### config.mk
export PLATFORM = sky130hd
export DESIGN_NAME = usb_irq_agg
export DESIGN_NICKNAME = d
export VERILOG_FILES = /design/src/rtl/usb_irq_pkg.sv /design/src/rtl/irq_pend_collect.sv /design/src/rtl/irq_w1c_bank.sv /design/src/rtl/irq_drive.sv /design/src/rtl/usb_irq_agg.sv
export SDC_FILE = /design/constraint.sdc
export NUM_CORES = 1
export LEC_CHECK = 0
export BUFFER_PORTS_ARGS = -buffer_cell sky130_fd_sc_hd__buf_2
export CAP_MARGIN = 40
export CORE_AREA = 3 3 40 42
export DETAILED_ROUTE_END_ITERATION = 10
export DIE_AREA = 0 0 43 45
export HOLD_SLACK_MARGIN = 0.15
export SLEW_MARGIN = 20
export SYNTH_ARGS = -nofsm -noshare
export SYNTH_HDL_FRONTEND = slang
export SYNTH_SLANG_ARGS = --single-unit
### constraint.sdc
create_clock -name clk -period 0.88 [get_ports clk]
set_input_delay 0.176 -clock clk [delete_from_list [all_inputs] [get_ports clk]]
set_output_delay 0.176 -clock clk [all_outputs]
set_load 0.03 [all_outputs]
### src/rtl/usb_irq_pkg.sv
package usb_irq_pkg;
  localparam int XACT_SRC_DEFAULT = 3;
  localparam int ERR_SRC_DEFAULT  = 2;

  // Bit positions of the named transaction causes
  typedef enum int {
    XB_COMPLETE = 0,
    XB_SHORT    = 1,
    XB_XERR     = 2
  } xact_bit_e;
endpackage

### src/rtl/irq_pend_collect.sv
module irq_pend_collect #(
  parameter int W = 3
) (
  input  logic         clk,
  input  logic         rst,
  input  logic [W-1:0] evt,
  input  logic         frame_done,
  output logic [W-1:0] pend
);
  logic [W-1:0] pend_q;

  // A frame boundary hands the collected set onward; events in that cycle start the next frame
  always_ff @(posedge clk) begin
    if (rst)             pend_q <= '0;
    else if (frame_done) pend_q <= evt;
    else                 pend_q <= pend_q | evt;
  end

  assign pend = pend_q;

  // coincident events become the whole new pending set
  a_r3_new_frame: assert property (@(posedge clk) disable iff (rst)
    frame_done |=> (pend_q == $past(evt)));
  // collected events are never lost between boundaries
  a_r2_accumulate: assert property (@(posedge clk) disable iff (rst)
    !frame_done |=> ((pend_q & $past(evt)) == $past(evt)));
endmodule

### src/rtl/irq_w1c_bank.sv
module irq_w1c_bank #(
  parameter int W = 3
) (
  input  logic         clk,
  input  logic         rst,
  input  logic [W-1:0] set,
  input  logic [W-1:0] clr,
  output logic [W-1:0] q
);
  logic [W-1:0] q_r;

  // Set has priority over clear, bit by bit
  always_ff @(posedge clk) begin
    if (rst) q_r <= '0;
    else     q_r <= (q_r & ~clr) | set;
  end

  assign q = q_r;

  a_r6_set_wins: assert property (@(posedge clk) disable iff (rst)
    (|set) |=> ((q_r & $past(set)) == $past(set)));
  a_r5_clear: assert property (@(posedge clk) disable iff (rst)
    (|clr) |=> ((q_r & $past(clr & ~set)) == '0));
  a_r5_hold: assert property (@(posedge clk) disable iff (rst)
    (!(|set) && !(|clr)) |=> $stable(q_r));
endmodule

### src/rtl/irq_drive.sv
module irq_drive #(
  parameter int NX = 3,
  parameter int NE = 2
) (
  input  logic          clk,
  input  logic          rst,
  input  logic [NX-1:0] sx,
  input  logic [NX-1:0] en,
  input  logic [NE-1:0] se,
  output logic          irq
);
  logic any_xact, any_err, irq_q;

  assign any_xact = |(sx & en);
  assign any_err  = |se;

  always_ff @(posedge clk) begin
    if (rst) irq_q <= 1'b0;
    else     irq_q <= any_xact | any_err;
  end

  assign irq = irq_q;
endmodule

### src/rtl/usb_irq_agg.sv
module usb_irq_agg
  import usb_irq_pkg::*;
#(
  parameter int N_XACT = XACT_SRC_DEFAULT,
  parameter int N_ERR  = ERR_SRC_DEFAULT
) (
  input  logic              clk,
  input  logic              rst,
  input  logic [N_XACT-1:0] xact_evt,
  input  logic [N_ERR-1:0]  err_evt,
  input  logic              frame_wb_done,
  input  logic              en_we,
  input  logic [N_XACT-1:0] en_wdata,
  input  logic              clr_we,
  input  logic [N_XACT-1:0] clr_xact,
  input  logic [N_ERR-1:0]  clr_err,
  output logic [N_XACT-1:0] status_xact,
  output logic [N_ERR-1:0]  status_err,
  output logic              irq
);
  logic [N_XACT-1:0] pend, xact_set, xact_clr, en_q;
  logic [N_ERR-1:0]  err_clr;

  irq_pend_collect #(.W(N_XACT)) u_pend (
    .clk(clk), .rst(rst), .evt(xact_evt), .frame_done(frame_wb_done), .pend(pend)
  );

  assign xact_set = frame_wb_done ? pend : '0;
  assign xact_clr = clr_we ? clr_xact : '0;
  assign err_clr  = clr_we ? clr_err  : '0;

  irq_w1c_bank #(.W(N_XACT)) u_xstat (
    .clk(clk), .rst(rst), .set(xact_set), .clr(xact_clr), .q(status_xact)
  );

  irq_w1c_bank #(.W(N_ERR)) u_estat (
    .clk(clk), .rst(rst), .set(err_evt), .clr(err_clr), .q(status_err)
  );

  always_ff @(posedge clk) begin
    if (rst)        en_q <= '0;
    else if (en_we) en_q <= en_wdata;
  end

  irq_drive #(.NX(N_XACT), .NE(N_ERR)) u_drive (
    .clk(clk), .rst(rst), .sx(status_xact), .en(en_q), .se(status_err), .irq(irq)
  );

  // transaction status bits rise only at a frame boundary
  a_r2_deferred: assert property (@(posedge clk) disable iff (rst)
    !frame_wb_done |=> ((status_xact & ~$past(status_xact)) == '0));
  // error bits raise irq without masking
  a_r4_err_irq: assert property (@(posedge clk) disable iff (rst)
    (|status_err) |=> irq);
  // no active source means irq falls
  a_r7_release: assert property (@(posedge clk) disable iff (rst)
    (!(|(status_xact & en_q)) && !(|status_err)) |=> !irq);
  // an enabled status bit keeps irq high
  a_r8_enabled: assert property (@(posedge clk) disable iff (rst)
    (|(status_xact & en_q)) |=> irq);
endmodule

==> key figures <==
Finish
  • Multi-input logic area: 199 µm²
  • Nets: 101
  • Area added between synthesis and finish: 70.0%
  • Sequential Area: 248 µm²
  • N_diodes: 0
  • Final Cell Area: 759 µm²
  • FILL cells: 108
  • Fin cells: 96
  • Layout cells sized above 1: 0.519
  • Final design utilization: 0.591

Placement
  • Routability Congestion: 0.624
  • Placed cells: 81
  • Number of I/O port buffers: 23
  • Placement Cell Area: 579 µm²

Synth
  • Mapped Area: 447 µm²
  • Share of the synthesized area in the top cell type: 0.538
  • Synth area leaders: dfxtp_1 (54%), a21bo_1 (6.7%), a21oi_1 (6.7%)
  • Synth cell types: 14
  • FFs w/ async S/R, synth: 0
  • Post-synth top area cell: dfxtp_1
  • Post-synthesis average cell area: 10.2 µm²
  • Total number of yosys warnings: 0
  • #FFs+latches synth: 12
  • Most instantiated cells after synthesis: dfxtp_1 (12), a21oi_1 (6)
  • Sequential share of the synthesized area: 0.538
  • Cell count after synthesis: 44
  • Number of synthesized flops with an enable pin: 0
  • Most common cell in the netlist: dfxtp_1
  • Synth Flop Type: dfxtp_1
  • Syn Nets: 62

Pwr
  • Pint: 872 µW
  • Clock Power Share: 0.276
  • Peak VDD IR: 0.000680 V
  • Seq pwr share: 0.522
  • Leak Pwr: 0.000359 µW
  • Sw frac: 0.242
  • Power Dens Cells: 1520 nW/µm²
  • NetSw: 278 µW
  • Tot Pwr: 1150 µW
  • Comb pwr share: 0.201

Clocking
  • TritonCTS clock tree: done
  • TritonCTS sink count: 12
  • Longest Clk Path Bufs: 2
  • Clk root buf: clkbuf_4
  • Clk Latency, worst-skew pair: 0.26 ns
  • H-tree depth reported by CTS: 1
  • Worst-path clk slew: 0.07 ns
  • Number of buffers created by CTS: 3

Routing
  • Routed vias/inst: 4.41
  • Initial drt markers: 0
  • Routed via count: 423
  • 1st-pass router iterations: 1
  • Wire length per cell: 10.6 µm
  • DR DRC count: 0
  • Met2 WL: 537 µm
  • WL met3: 56 µm
  • Metal1 wirelength: 421 µm
  • Post-route ant nets: 0
  • Top Layer Used: met4
  • WL final: 1020 µm

Job
  • Max Cap Viol: 0

GRT
  • Initial antenna violation count: 0
  • Overflow after GRT: 0
  • Total track usage: 0.109
  • First-pass GRT wire length: 1480 µm
  • Largest net degree at the start of global routing: 13
  • Vias in the first global route: 398

Critical path
  • CP bufs+invs: 1
  • Crit path max fanout: 2
  • Arr. time, crit path: 0.73 ns
  • Top delay family on crit path: flip-flops
  • Worst Path Required: 0.70 ns
  • Slowest-stage cell, CP: dfxtp_2
  • Crit end category: output pin
  • Critical path startpoint category: flip-flop
  • Crit-path cells: buf_6
  • Kind of critical path: reg -> out
  • Slowest cell delay on critical path: 0.34 ns

Floorplan
  • Core Region: 1280 µm²
  • Row count: 13
  • Io pins: 24
  • Die extent in x: 43 µm
  • Die area: 1940 µm²
  • Vert. Die Dim: 45 µm
  • Starting Density: 0.348

STA
  • Fin Clk Skew: 0.00102 ns
  • Setup TNS: -0.101 ns
  • Max Fclk: 1100 MHz
  • RSZ-0062 raised after global routing: true
  • Rel. slew slack: 0.848
  • Final Max Tran Viols: 0
  • Crit share post-route: 1.03
  • # setup viols final: 6
  • Worst setup margin: -0.0267 ns
  • Worst Tran Pin Value: 0.228 ns
  • Fin. Hold Viols: 0
  • Tmin final: 0.907 ns

Outcome
  • Outcome: finished, violations left
  • Failing checks: negative setup slack

Min path
  • Hold Crit Class: in -> reg
-- final timing paths --
check        depth (start not counted)           start  slack, ns       endpoint
max                                  1    u_estat.q[1]      -0.03  status_err[1]
min reg2reg                          2  u_pend.pend[1]       0.46   u_xstat.q[1]
min                                  3     en_wdata[1]       0.16        en_q[1]
max reg2reg                          3    u_estat.q[0]       0.01   u_estat.q[0]
-- power by group through the flow --
stage	sequential [µW]	combinational, µW	clock, µW
3_5_place_dp	610	163	0
6_report	601	232	318
2_1_floorplan	642	59.2	0
3_3_place_gp	609	161	0
5_1_grt	604	250	355
4_1_cts	601	231	343
-- stage by stage --
step / hold slack, ns / setup WS [ns]
detailed placement: 0.410 / 0.130
global route: 0.182 / -0.0565
finish: 0.165 / -0.0267
global placement: 0.406 / 0.149
floorplan: 0.304 / 0.0155
CTS: 0.155 / -0.0394
-- logic make-up after synthesis --
kind of cell    synth area share
flops                      0.538
buf+inv                   0.0364
simple gates              0.0924
mux                       0.0672
compound gates             0.266
-- cell usage in the layout (no fill, tap or decap), drive strengths merged --
master        n
a22oi         1
mux2i         3
dfxtp        12
clkbuf        3
o21ba         2
a21boi        2
inv           3
nand2b        3
buf          28
nand2         3
nor2          3
a21bo         3
a211oi        1
a21oi         7
dlygate4sd3   7
-- area by class of cell --
cell class / instances / area share
Timing Repair Buffer: 35 / 0.343
Sequential cell: 12 / 0.326
Multi-Input combinational cell: 28 / 0.262
Clock buffer: 3 / 0.0297
Tap cell: 15 / 0.0247
Inverter: 3 / 0.0148
-- state kept, by name, indices dropped and copies added (netlist names) --
| name | cells |
|---|---|
| en_q | 3 |
| u_drive.irq | 1 |
| u_estat.q | 2 |
| u_pend.pend | 3 |
| u_xstat.q | 3 |
-- per-layer routing --
metal	global-route usage	vias to the layer above
li1	-	225
met1	0.105	185
met2	0.198	11
met3	0.0239	2
met4	0.0904	0
met5	0	-
-- what timing repair did --
action                                  CTS  global route
setup buffers                             5             0
endpoints found under the setup margin    6            10
pin swaps                                 0             2
endpoints found under the hold margin     7             0
hold buffers                              7             0
gates resized for setup                  16             1
(Power assumes the default switching activity.)
